## src/rtl/dbg_entry_pkg.sv

```systemverilog
package dbg_entry_pkg;
  typedef enum logic [1:0] {
    ST_RUN   = 2'd0,
    ST_FLUSH = 2'd1,
    ST_ACK   = 2'd2,
    ST_DEBUG = 2'd3
  } dbg_state_e;
endpackage

```

## src/rtl/dbg_sync.sv

```systemverilog
module dbg_sync #(
  parameter int unsigned STAGES  = 2,
  parameter logic        RST_VAL = 1'b1
) (
  input  logic clk_i,
  input  logic rst_ni,
  input  logic d_i,
  output logic q_o
);
  logic [STAGES-1:0] chain_q;

  for (genvar g = 0; g < STAGES; g++) begin : g_stage
    always_ff @(posedge clk_i or negedge rst_ni) begin
      if (!rst_ni) chain_q[g] <= RST_VAL;
      else if (g == 0) chain_q[g] <= d_i;
      else chain_q[g] <= chain_q[(g == 0) ? 0 : g-1];
    end
  end

  assign q_o = chain_q[STAGES-1];
endmodule

```

## src/rtl/dbg_req_arb.sv

```systemverilog
module dbg_req_arb (
  input  logic pin_stop_i,
  input  logic tap_dbg_sel_i,
  input  logic retire_bnd_i,
  input  logic locked_i,
  input  logic special_i,
  input  logic intack_i,
  input  logic stop_clk_i,
  input  logic hi_irq_i,
  output logic commit_o
);
  logic sample_en;
  logic pin_req;
  logic any_req;

  // pin masked by bus-cycle type and clock state; TAP path is not
  assign sample_en = ~(locked_i | special_i | intack_i | stop_clk_i);
  assign pin_req   = pin_stop_i & sample_en;
  assign any_req   = pin_req | tap_dbg_sel_i;
  assign commit_o  = retire_bnd_i & any_req & ~hi_irq_i;
endmodule

```

## src/rtl/dbg_entry_fsm.sv

```systemverilog
module dbg_entry_fsm
  import dbg_entry_pkg::*;
(
  input  logic clk_i,
  input  logic rst_ni,
  input  logic commit_i,
  input  logic pipe_empty_i,
  input  logic release_i,
  output logic flush_req_o,
  output logic ready_o,
  output logic dbg_active_o
);
  dbg_state_e state_q, state_d;
  logic       ready_q, ready_d;

  always_comb begin
    state_d = state_q;
    ready_d = 1'b0;
    unique case (state_q)
      ST_RUN:   if (commit_i) state_d = ST_FLUSH;
      ST_FLUSH: state_d = ST_ACK;
      ST_ACK: begin
        if (pipe_empty_i) begin
          state_d = ST_DEBUG;
          ready_d = 1'b1;
        end
      end
      ST_DEBUG: if (release_i) state_d = ST_RUN;
      default:  state_d = ST_RUN;
    endcase
  end

  always_ff @(posedge clk_i or negedge rst_ni) begin
    if (!rst_ni) begin
      state_q <= ST_RUN;
      ready_q <= 1'b0;
    end else begin
      state_q <= state_d;
      ready_q <= ready_d;
    end
  end

  assign flush_req_o  = (state_q == ST_FLUSH);
  assign dbg_active_o = (state_q == ST_DEBUG);
  assign ready_o      = ready_q;
endmodule

```

## src/rtl/dbg_entry_ctrl.sv

```systemverilog
module dbg_entry_ctrl #(
  parameter int unsigned SYNC_STAGES = 2
) (
  input  logic clk_i,
  input  logic rst_ni,
  input  logic run_stop_ni,
  input  logic tap_dbg_sel_i,
  input  logic retire_bnd_i,
  input  logic locked_i,
  input  logic special_i,
  input  logic intack_i,
  input  logic stop_clk_i,
  input  logic hi_irq_i,
  input  logic pipe_empty_i,
  output logic flush_req_o,
  output logic dbg_active_o,
  output logic ready_o
);
  logic pin_run_s;
  logic commit;
  logic release_dbg;

  dbg_sync #(.STAGES(SYNC_STAGES), .RST_VAL(1'b1)) i_sync (
    .clk_i (clk_i),
    .rst_ni(rst_ni),
    .d_i   (run_stop_ni),
    .q_o   (pin_run_s)
  );

  dbg_req_arb i_arb (
    .pin_stop_i   (~pin_run_s),
    .tap_dbg_sel_i(tap_dbg_sel_i),
    .retire_bnd_i (retire_bnd_i),
    .locked_i     (locked_i),
    .special_i    (special_i),
    .intack_i     (intack_i),
    .stop_clk_i   (stop_clk_i),
    .hi_irq_i     (hi_irq_i),
    .commit_o     (commit)
  );

  assign release_dbg = pin_run_s & ~tap_dbg_sel_i;

  dbg_entry_fsm i_fsm (
    .clk_i       (clk_i),
    .rst_ni      (rst_ni),
    .commit_i    (commit),
    .pipe_empty_i(pipe_empty_i),
    .release_i   (release_dbg),
    .flush_req_o (flush_req_o),
    .ready_o     (ready_o),
    .dbg_active_o(dbg_active_o)
  );
endmodule

```

## config.mk

```make
export PLATFORM = sky130hd
export DESIGN_NAME = dbg_entry_ctrl
export DESIGN_NICKNAME = d
export VERILOG_FILES = /design/src/rtl/dbg_entry_pkg.sv /design/src/rtl/dbg_sync.sv /design/src/rtl/dbg_req_arb.sv /design/src/rtl/dbg_entry_fsm.sv /design/src/rtl/dbg_entry_ctrl.sv
export SDC_FILE = /design/constraint.sdc
export NUM_CORES = 1
export LEC_CHECK = 0
export BUFFER_PORTS_ARGS = -buffer_cell sky130_fd_sc_hd__buf_2
export CAP_MARGIN = 10
export CORE_AREA = 4 4 41 43
export DETAILED_ROUTE_END_ITERATION = 6
export DIE_AREA = 0 0 45 47
export SYNTH_ARGS = -nofsm -noshare
export SYNTH_HDL_FRONTEND = slang
export SYNTH_SLANG_ARGS = --single-unit
```

## constraint.sdc

```tcl
create_clock -name clk_i -period 2.25 [get_ports clk_i]
set_clock_uncertainty 0.05 [all_clocks]
set_input_delay 0.3375 -clock clk_i [delete_from_list [all_inputs] [get_ports clk_i]]
set_output_delay 0.3375 -clock clk_i [all_outputs]
set_load 0.03 [all_outputs]
```

==> PnR_summary.wiki, run 1 <==
{| class="wikitable"
! Metric !! Value
|-
| CTS tree || yes
|-
| Flip-flop and latch count after synthesis || 5
|-
| Post-synthesis cell count || 24
|-
| Setup slack after placement || 0.3910 ns
|-
| Number of maximum-capacitance constraint violations || 0
|-
| Post-synth cell types || 14
|-
| Vias in the first global route || 252
|-
| Power density cells || 1193 nW/um^2
|-
| Reg area || 127.6 sq um
|-
| Setup TNS || 0 ns
|-
| Max Freq || 0.5609 GHz
|-
| Pre-Repair DR Iteration Count || 1
|-
| Type of element capturing the critical path || flip-flop
|-
| Syn-to-layout area delta || 40.85%
|-
| GR Overflow Total || 0
|-
| Fraction of layout cells with a size suffix above 1 || 0.5000
|-
| Fraction of the yosys area taken by sequential cells || 0.4340
|-
| Post-synthesis xor/xnor area fraction || 0
|-
| Worst-Margin Slew || 0.2550 ns
|-
| Final Worst Setup Slack || 0.4672 ns
|-
| Post-DP HPWL || 498.7 um
|-
| Cell area after synthesis || 294.0 sq um
|-
| Fraction of the mapped netlist area in simple logic gates || 0.1489
|-
| Die Outline Area || 2115 sq um
|-
| Startpoint types || flip-flop
|-
| Worst-skew pair later-pin latency || 0.24 ns
|-
| Adder-Cell Fraction of Synth Area || 0.2128
|-
| Number of placement rows || 13
|-
| Routed wire length || 595 um
|-
| Buffers on Ports || 13
|-
| Global-route wire length before repair || 972 um
|-
| CTS Hold Bufs || 1
|-
| Type of the setup path with the least slack || reg -> reg
|-
| Dpl cells || 52
|-
| Antenna Violating Nets Remaining || 0
|-
| Minimum clock period after layout || 1.783 ns
|-
| Synthesis Warnings || 0
|-
| Final Max Slew Viols || 0
|-
| Core Util, Final || 0.3183
|-
| Clock tree buffer depth || 2
|-
| Average detailed-routed wire length per instance || 10.44 um
|-
| Chip width || 45 um
|-
| Worst-path fanout max || 2
|-
| Outcome || finished, final reports clean
|-
| Pin count of the biggest net entering global routing || 6
|-
| Multiplexer fraction of the synthesized cell area || 0.08511
|-
| Fraction of the cycle the final worst path needs || 0.7924
|-
| Total clock buffers created by CTS || 3
|-
| Ratio of routed vias to standard cells || 3.982
|-
| Unrepaired setup endpoints after global routing || false
|-
| DRC violation count after routing || 0
|-
| Critical-path cell with the highest stage delay || or4_1
|-
| Final net count || 59
|-
| Max_slew headroom || 0.8282
|-
| Initial core utilization || 0.2260
|-
| Crit-path cells || or4_1, nor4b_2, o221ai_2, mux2_4
|-
| Classification of the worst-slack hold path || in -> reg
|-
| Synth Net Count || 40
|-
| Post-CTS Repair Setup Buffers || 0
|-
| Min Hold Slack || 0.1524 ns
|-
| Arrival time of the worst setup path || 1.85 ns
|-
| Number of antenna violations at the first check in global routing || 0
|-
| Number of H-tree branching levels || 1
|-
| Root cell of the clock tree || clkbuf_4
|-
| Pleak || 0.2165 nW
|-
| Largest family of logic cells by synthesized area || adder cells
|-
| Ports || 14
|-
| Number of DRC markers after the initial detailed-route iteration || 0
|-
| Peak ir drop on the vdd network || 0.2984 mV
|-
| Filler Cells Inserted || 145
|-
| Final-report setup violation count || 0
|-
| Average cell area after synthesis || 12.25 sq um
|-
| Vert. Die Dim || 47 um
|-
| Combined area of the multi-input logic cells || 151.4 sq um
|-
| Critical Path Max Stage Delay || 0.52 ns
|-
| RePlAce Congestion || 0.6497
|-
| Number of clock sinks seen by CTS || 5
|-
| Number of non-filler instances in the completed layout || 57
|-
| Antenna Diode Count || 0
|-
| Compound-Gate Fraction of Synth Area || 0.06809
|-
| PostCTS Resize Cnt || 0
|-
| Via Count || 227
|-
| Final number of hold-violating endpoints || 0
|-
| Overall fraction of global-route tracks in use || 0.06899
|-
| Clock Pin Slew Worst Setup and Hold Paths || 0.04 ns
|-
| Endpoint required time on the critical path || 2.32 ns
|-
| Core outline area || 1301 sq um
|}
[where the power goes]
group,total [mW],switching (mW),internal (mW)
clock network,0.102,0.0349,0.0669
logic,0.253,0.140,0.112
registers,0.140,0.0202,0.120
total,0.494,0.196,0.298
[worst max-delay path, delay by kind of cell, from the launching register on]
kind | cells | cell delay, ns
AND/OR/NAND/NOR | 2 | 0.78
flip-flops | 1 | 0.36
multiplexers | 1 | 0.32
AO/OA/AOI/OAI | 1 | 0.16
[final timing paths]
check,startpoint,end,slack [ns],depth (start not counted)
hold reg to reg,i_sync.chain_q[0]$_DFF_PN1_,i_sync.q_o$_DFF_PN1_,0.31,0
max in group asynchronous,rst_ni,i_sync.q_o$_DFF_PN1_,1.53,2
min in group asynchronous,rst_ni,i_fsm.state_q[0]$_DFFE_PN0P_,0.40,2
hold / removal,run_stop_ni,i_sync.chain_q[0]$_DFF_PN1_,0.15,1
setup reg to reg,i_sync.q_o$_DFF_PN1_,i_fsm.state_q[1]$_DFFE_PN0P_,0.47,4
setup / recovery,i_sync.q_o$_DFF_PN1_,i_fsm.state_q[1]$_DFFE_PN0P_,0.47,4
[metal layers]
metal,global-route usage,part of all wire,up-vias
li1,-,-,116
met1,0.06667,0.41,100
met2,0.1102,0.44,11
met3,0.03831,0.15,0
met4,0.05263,0,0
met5,0,0,-
[state kept, by name, indices dropped and copies added, names as in the netlist]
| register | count |
|---|---|
| i_fsm.state_q | 2 |
| i_fsm.ready_o | 1 |
| i_sync.chain_q | 1 |
| i_sync.q_o | 1 |
[layout by cell type, fill, tap and decap left out]
cell type      Yosys  final
clkbuf_4           0      3
nand2_1            1      1
nor4b_2            1      1
nor2_1             1      1
inv_1              4      4
clkbuf_1           0      1
mux2_4             1      1
dfstp_2            2      2
ha_1               5      5
dlygate4sd3_1      0      1
o221ai_2           1      1
nand3b_1           1      1
buf_2              0     13
or4_1              1      1
and2_1             1      1
o21ai_0            1      1
dfrtp_1            3      3
mux2i_1            1      1
[layout make-up]
cell class              count  share of cell area
inverters                   4             0.03625
flip-flops and latches      5              0.3082
well taps                  15             0.04532
repair buffers             14              0.1813
clock buffers               4             0.06344
multi-input cells          15              0.3656
[cells by family (layout without fill, tap and decap cells)]
group | count (synthesis) | in the layout
DFF | 5 | 5
muxes | 2 | 2
adders and majority gates | 5 | 5
buffers and inverters | 4 | 22
AOI/OAI and AO/OA | 2 | 2
and+or+nand+nor | 6 | 6
[cell usage after synthesis (all sizes together)]
cell type | n | share of area
o21ai | 1 | 0.017
or4 | 1 | 0.026
nor4b | 1 | 0.051
ha | 5 | 0.21
nand2 | 1 | 0.013
mux2 | 1 | 0.051
dfstp | 2 | 0.18
and2 | 1 | 0.021
mux2i | 1 | 0.034
o221ai | 1 | 0.051
nor2 | 1 | 0.013
nand3b | 1 | 0.026
inv | 4 | 0.051
dfrtp | 3 | 0.26
[per-stage QoR]
| stage | cell area [sq um] | power, mW |
|---|---|---|
| final | 414.1 | 0.4941 |
| after global routing | 414.1 | 0.5421 |
| after CTS | 414.1 | 0.5083 |
| after detailed placement | 377.9 | 0.3954 |
| after global placement | 377.9 | 0.3912 |
| after floorplan | 294.0 | 0.3410 |
Power figures use the tool's default switching activity.
==> inputs of run 2 (changes only) <==
==> constraint.sdc (replaced) <==
create_clock -name clk_i -period 1.7 [get_ports clk_i]
set_clock_uncertainty 0.05 [all_clocks]
set_input_delay 0.255 -clock clk_i [delete_from_list [all_inputs] [get_ports clk_i]]
set_output_delay 0.255 -clock clk_i [all_outputs]
set_load 0.03 [all_outputs]
==> run 2 against run 1 <==
Effect of this change:
- total power grew 40%
- largest power group unchanged
- sequential share of layout area is 1.4 points lower
- final area rose by 4.8%
- cell count up 1.8%
- routed wire length grew 6.6%
- critical endpoint unchanged
- sequential power grew 32%
- first-iteration DRC count is the same
- combinational power up 48%
==> PnR_summary.wiki, run 2 (synthesis gave the netlist of run 1 again) <==
{| class="wikitable"
! Metric !! Value
|-
| Source of the worst register-to-register timing path || i_sync.q_o$_DFF_PN1_
|-
| Worst-path fanout max || 2
|-
| GR Overflow Total || 0
|-
| Vias in the first global route || 255
|-
| Pin count of the biggest net entering global routing || 6
|-
| DRT met1 WL || 285 um
|-
| DRC violation count after routing || 0
|-
| Ratio of routed vias to standard cells || 3.931
|-
| Power density cells || 1597 nW/um^2
|-
| Reg2reg path depth || 4
|-
| Arrival time of the worst setup path || 1.71 ns
|-
| Unrepaired setup endpoints after global routing || false
|-
| Antenna Diode Count || 0
|-
| Buffers on Ports || 13
|-
| Worst-skew pair later-pin latency || 0.23 ns
|-
| Clock tree buffer depth || 2
|-
| Final number of hold-violating endpoints || 0
|-
| Worst-Margin Slew || 0.2052 ns
|-
| Start point of the worst min-delay path || run_stop_ni
|-
| Fraction of layout cells with a size suffix above 1 || 0.5349
|-
| Number of DRC markers after the initial detailed-route iteration || 0
|-
| Number of H-tree branching levels || 1
|-
| Detailed-routed wire length on met3 || 60 um
|-
| Int Power || 0.4193 mW
|-
| Met2 wire len || 289 um
|-
| Minimum clock period after layout || 1.646 ns
|-
| Global-route wire length before repair || 1062 um
|-
| Final net count || 60
|-
| Number of maximum-capacitance constraint violations || 0
|-
| Leading cell type in the layout, fill and taps excluded || buf_2
|-
| Peak ir drop on the vdd network || 0.5160 mV
|-
| Register name with the most flops || i_fsm.state_q
|-
| Clock Pin Slew Worst Setup and Hold Paths || 0.04 ns
|-
| Post-DP HPWL || 536.9 um
|-
| Pleak || 0.2290 nW
|-
| Part of the total power dissipated in combinational logic || 0.539
|-
| Overall fraction of global-route tracks in use || 0.07381
|-
| Core outline area || 1301 sq um
|-
| Fraction of the cycle the final worst path needs || 0.9680
|-
| Hold Path End || i_sync.chain_q[0]$_DFF_PN1_
|-
| Root cell of the clock tree || clkbuf_4
|-
| Minimum setup slack among reg-to-reg paths || 0.05 ns
|-
| Number of instances on the worst hold path || 1
|-
| Core Util, Final || 0.3337
|-
| Number of clock sinks seen by CTS || 5
|-
| Classification of the worst-slack hold path || in -> reg
|-
| Total clock buffers created by CTS || 3
|-
| R2r endpoint || i_fsm.state_q[1]$_DFFE_PN0P_
|-
| CTS tree || yes
|-
| Max FFs per register || 2
|-
| Syn-to-layout area delta || 47.66%
|-
| Number of placement rows || 13
|-
| Clk network pwr share || 0.193
|-
| RePlAce Congestion || 0.6155
|-
| Routed wire length || 634 um
|-
| Endpoint required time on the critical path || 1.77 ns
|-
| Pre-Repair DR Iteration Count || 1
|-
| Outcome || finished, final reports clean
|-
| Average detailed-routed wire length per instance || 10.93 um
|-
| Number of non-filler instances in the completed layout || 58
|-
| PostCTS Resize Cnt || 0
|-
| Leading cell types in the layout, fill and taps excluded || buf_2 (13), ha_1 (5), inv_1 (4), clkbuf_4 (3), dfrtp_1 (3)
|-
| Initial core utilization || 0.2260
|-
| Number of antenna violations at the first check in global routing || 0
|-
| Startpoint types || flip-flop
|-
| Type of element capturing the critical path || flip-flop
|-
| Via Count || 228
|-
| Final-report setup violation count || 0
|-
| Max Freq || 0.6077 GHz
|-
| Sw frac || 0.3952
|-
| Vert. Die Dim || 47 um
|-
| Dpl cells || 53
|-
| Top layer in use || met3
|-
| Ports || 14
|-
| Final Max Slew Viols || 0
|-
| Type of the setup path with the least slack || reg -> reg
|-
| Max_slew headroom || 0.8627
|-
| Antenna Violating Nets Remaining || 0
|-
| Die Outline Area || 2115 sq um
|-
| Net switching power figure || 0.2740 mW
|-
| Seq pwr share || 0.267
|-
| Chip width || 45 um
|}
run 2: cell types whose count changed in the layout (fill, tap and decap cells not counted):
| cell | previous run | this run |
|---|---|---|
| nor4b_2 | 1 | 0 |
| or4_4 | 0 | 1 |
| buf_4 | 0 | 1 |
| or4_1 | 1 | 0 |
| nor4b_4 | 0 | 1 |
run 2: what timing repair did:
item                                    in CTS  in global routing
hold buffers                                 1                  0
endpoints found under the setup margin       1                  0
hold endpoints to repair                     5                  0
setup buffers                                0                  0
run 2: power by group through the flow:
stage	Sequential [mW]	Clock, mW	Combinational [mW]
5_1_grt	0.192	0.158	0.410
6_report	0.185	0.134	0.374
2_1_floorplan	0.194	0	0.257
3_5_place_dp	0.189	0	0.376
3_3_place_gp	0.186	0	0.366
4_1_cts	0.187	0.141	0.385
run 2: through the flow:
stage / instance area [sq um] / power [mW] / setup slack [ns] / TNS [ns] / hold slack (ns)
after global routing: 434.2 / 0.7596 / 0.002313 / 0 / 0.04500
after floorplan: 306.5 / 0.4510 / -0.0004452 / -0.0004452 / -0.09059
after global placement: 397.9 / 0.5522 / -0.1373 / -0.2296 / 0.02190
final: 434.2 / 0.6932 / 0.05447 / 0 / 0.06711
after CTS: 434.2 / 0.7125 / 0.03978 / 0 / 0.05627
after detailed placement: 397.9 / 0.5651 / -0.1385 / -0.2253 / 0.02298
run 2: how the worst max path moves through the flow:
stage / startpoint / endpoint / cells after the start
floorplan: intack_i / i_fsm.state_q[1]$_DFFE_PN0P_ / 4
global placement: intack_i / i_fsm.state_q[1]$_DFFE_PN0P_ / 5
detailed placement: intack_i / i_fsm.state_q[1]$_DFFE_PN0P_ / 5
CTS: i_sync.q_o$_DFF_PN1_ / i_fsm.state_q[1]$_DFFE_PN0P_ / 4
global route: i_sync.q_o$_DFF_PN1_ / i_fsm.state_q[1]$_DFFE_PN0P_ / 4
finish: i_sync.q_o$_DFF_PN1_ / i_fsm.state_q[1]$_DFFE_PN0P_ / 4
run 2: worst max-delay path, stage by stage, from the launching register on:
cell	delay [ns]
dfstp_2	0.36
or4_4	0.42
nor4b_4	0.23
o221ai_2	0.14
mux2_4	0.32
run 2: final cells by class:
type,count,area [sq um]
multi-input cells,15,163.9
flip-flops and latches,5,127.6
fillers,142,867.1
repair buffers,15,82.58
clock buffers,4,26.28
inverters,4,15.01
well taps,15,18.77
run 2: metal layers:
| layer | up-vias | global-route usage |
|---|---|---|
| li1 | 117 | - |
| met3 | 0 | 0.02299 |
| met4 | 0 | 0.07018 |
| met5 | - | 0 |
| met2 | 9 | 0.1045 |
| met1 | 102 | 0.08756 |
==> inputs of run 3 (changes only) <==
--- a/config.mk
+++ b/config.mk
@@ -12,4 +12,5 @@
 export DIE_AREA = 0 0 45 47
 export SYNTH_ARGS = -nofsm -noshare
 export SYNTH_HDL_FRONTEND = slang
+export SYNTH_HIERARCHICAL = 1
 export SYNTH_SLANG_ARGS = --single-unit
==> run 3 against run 2 <==
Effect of this change:
- the flow now finishes with violations (setup timing)
- sequential share of layout area fell by 0.33 points
- routed wire length fell by 1.1%
- clock-buffer cell count fell by 1
- non-clock buffer count rose by 1
- sequential power barely moved
- critical path type unchanged
- synthesized cell count rose by 4.2%
- critical path depth rose by 3
==> PnR_summary.wiki, run 3 <==
{| class="wikitable"
! Metric !! Value
|-
| Outcome || finished, violations left
|-
| Failing checks || setup timing
|-
| Synth top area cells || dfrtp_1 (26%), dfstp_2 (19%), ha_1 (18%), inv_1 (9.3%), nor2b_4 (4.8%)
|-
| Number of placement rows || 13
|-
| Final number of hold-violating endpoints || 0
|-
| Dpl cells || 54
|-
| Final-report setup violation count || 1
|-
| Ports || 14
|-
| Cell depth of the worst setup path || 7
|-
| Root cell of the clock tree || clkbuf_4
|-
| Clock tree buffer depth || 2
|-
| Critical Path Max Stage Delay || 0.37 ns
|-
| Overall fraction of global-route tracks in use || 0.06523
|-
| Post-synth cell types || 13
|-
| Ratio of routed vias to standard cells || 4.167
|-
| Chip width || 45 um
|-
| Adder-Cell Fraction of Synth Area || 0.1762
|-
| Max Freq || 0.5837 GHz
|-
| Number of DRC markers after the initial detailed-route iteration || 4
|-
| Antenna Violating Nets Remaining || 0
|-
| Global-route track usage on met3 || 0.04598
|-
| Vert. Die Dim || 47 um
|-
| Synth Net Count || 40
|-
| Crit-path cells || inv_2, nor4bb_4, a32o_1, inv_1, a222oi_1, buf_4, mux2_4
|-
| Flip-flop and latch count after synthesis || 5
|-
| Top cells by instance count after synthesis || inv_1 (7), ha_1 (4), dfrtp_1 (3), dfstp_2 (2)
|-
| Average cell area after synthesis || 11.36 sq um
|-
| Die Outline Area || 2115 sq um
|-
| Average detailed-routed wire length per instance || 10.45 um
|-
| Pleak || 0.2480 nW
|-
| Final Worst Setup Slack || -0.01329 ns
|-
| Endpoint required time on the critical path || 1.78 ns
|-
| Number of H-tree branching levels || 1
|-
| Fraction of the cycle the final worst path needs || 1.008
|-
| Pin count of the biggest net entering global routing || 6
|-
| Number of clock sinks seen by CTS || 5
|-
| Max_slew headroom || 0.8129
|-
| Number of maximum-capacitance constraint violations || 0
|-
| Final Max Slew Viols || 0
|-
| Post-synthesis xor/xnor area fraction || 0
|-
| Peak ir drop on the vdd network || 0.8185 mV
|-
| Leading cell type in the layout, fill and taps excluded || buf_2
|-
| Top_reg_cell synth || dfrtp_1
|-
| Global-route wire length before repair || 855 um
|-
| Largest family of logic cells by synthesized area || adder cells
|-
| Clock Pin Slew Worst Setup and Hold Paths || 0.05 ns
|-
| Top-count cell post-synth || inv_1
|-
| Number of non-filler instances in the completed layout || 60
|-
| Type of element capturing the critical path || flip-flop
|-
| Arrival time of the worst setup path || 1.79 ns
|-
| Multiplexer fraction of the synthesized cell area || 0.07489
|-
| Cell taking the most area after synthesis || dfrtp_1
|-
| Worst-Margin Slew || 0.2806 ns
|-
| Antenna Diode Count || 0
|-
| Total clock buffers created by CTS || 3
|-
| Worst-path fanout max || 2
|-
| Unrepaired setup endpoints after global routing || true
|-
| Share of async-settable or async-resettable flops after synthesis || 1.000
|-
| Number of antenna violations at the first check in global routing || 0
|-
| Power density cells || 1596 nW/um^2
|-
| Post-synthesis cell count || 25
|-
| Core Util, Final || 0.3375
|-
| Fraction of the yosys area taken by sequential cells || 0.4493
|-
| Pre-Repair DR Iteration Count || 4
|-
| Type of the setup path with the least slack || reg -> reg
|-
| Met2 track demand over resource || 0.09040
|-
| Power, Total || 0.7009 mW
|-
| Kind of cell adding the most delay to the critical path || compound AO/OA/AOI/OAI gates
|-
| Final net count || 61
|-
| Post-DP HPWL || 428.4 um
|-
| Initial core utilization || 0.2183
|-
| Global Route met1 Usage || 0.06729
|-
| RePlAce Congestion || 0.6365
|-
| Critical-path cell with the highest stage delay || dfstp_2
|-
| Setup TNS || -0.01329 ns
|-
| Buffers on Ports || 13
|-
| Synthesis Warnings || 6
|-
| Routed wire length || 627 um
|-
| Core outline area || 1301 sq um
|-
| Vias in the first global route || 222
|-
| Fraction of the mapped netlist area in simple logic gates || 0.1366
|-
| Minimum clock period after layout || 1.713 ns
|-
| Startpoint types || flip-flop
|-
| Number of synthesized flops with an enable pin || 0
|-
| Cell area after synthesis || 284.0 sq um
|-
| CTS tree || yes
|-
| Syn-to-layout area delta || 54.63%
|-
| Combined buffer and inverter count along the critical path || 3
|-
| Register name with the most flops || i_fsm/state_q
|-
| Fraction of layout cells with a size suffix above 1 || 0.5556
|-
| Leading cell types in the layout, fill and taps excluded || buf_2 (13), inv_1 (6), ha_1 (4), clkbuf_4 (3), dfrtp_1 (3)
|-
| Reg2reg path depth || 7
|-
| Highest-utilization routing layer at the global route stage || met2
|-
| DRC violation count after routing || 0
|-
| Compound-Gate Fraction of Synth Area || 0.07048
|-
| Classification of the worst-slack hold path || in -> reg
|-
| Number of instances on the worst hold path || 1
|-
| GR Overflow Total || 0
|-
| Post-synth top area share || 0.2643
|-
| Max FFs per register || 2
|-
| Via Count || 250
|-
| Worst-skew pair later-pin latency || 0.25 ns
|}
run 3: worst register-to-register path: stages, from the launching register on:
cell	delay, ns
dfstp_2	0.37
inv_2	0.04
nor4bb_4	0.17
a32o_1	0.15
inv_1	0.04
a222oi_1	0.31
buf_4	0.18
mux2_4	0.29
run 3: stage by stage:
stage          setup slack [ns]  cell area [sq um]  hold slack, ns
2_1_floorplan           0.02179              284.0        -0.09059
3_3_place_gp           -0.08540              375.4         0.02050
3_5_place_dp            -0.1037              375.4         0.01974
4_1_cts                -0.05557              424.2         0.04583
5_1_grt                 -0.1356              439.2         0.04152
6_report               -0.01329              439.2         0.05527
run 3: layout make-up:
| class | count | area (sq um) |
|---|---|---|
| Sequential cell | 5 | 127.6 |
| Tap cell | 15 | 18.77 |
| Fill cell | 148 | 862.1 |
| Inverter | 7 | 26.28 |
| Clock buffer | 3 | 22.52 |
| Timing Repair Buffer | 16 | 90.09 |
| Clock inverter | 1 | 5.005 |
| Multi-Input combinational cell | 13 | 148.9 |
run 3: where the power goes:
part,internal [mW],leakage (nW),switching (mW)
combinational,0.184,0.172,0.185
sequential,0.158,0.0579,0.0271
clock,0.0857,0.0177,0.0609
run 3: timing repair:
action,4_1_cts,5_1_grt
setup buffers,1,0
gates resized for setup,1,3
endpoints found under the hold margin,5,0
endpoints found under the setup margin,1,2
hold buffers,1,0
pin swaps,2,2
run 3: layer usage:
layer / vias to the layer above / routed length (um)
met1: 114 / 231
met3: 2 / 97
met5: - / 0
li1: 120 / -
met2: 14 / 290
met4: 0 / 8
run 3: final timing paths:
path | slack (ns) | startpoint | endpoint
worst max register to register | -0.01 | i_sync/q_o$_DFF_PN1_ | i_fsm/state_q[1]$_DFFE_PN0P_
worst min register to register | 0.30 | i_sync/chain_q[0]$_DFF_PN1_ | i_sync/q_o$_DFF_PN1_
worst min-delay path | 0.06 | run_stop_ni | i_sync/chain_q[0]$_DFF_PN1_
min in group asynchronous | 0.28 | rst_ni | i_fsm/ready_o$_DFF_PN0_
worst max-delay path | -0.01 | i_sync/q_o$_DFF_PN1_ | i_fsm/state_q[1]$_DFFE_PN0P_
max in group asynchronous | 1.10 | rst_ni | i_sync/q_o$_DFF_PN1_
run 3: kinds of logic (layout without fill, tap and decap cells):
kind of cell,after synthesis,after routing
DFF,5,5
AOI/OAI and AO/OA,2,2
and+or+nand+nor,5,5
buffers and inverters,7,27
muxes,2,2
adders and majority gates,4,4
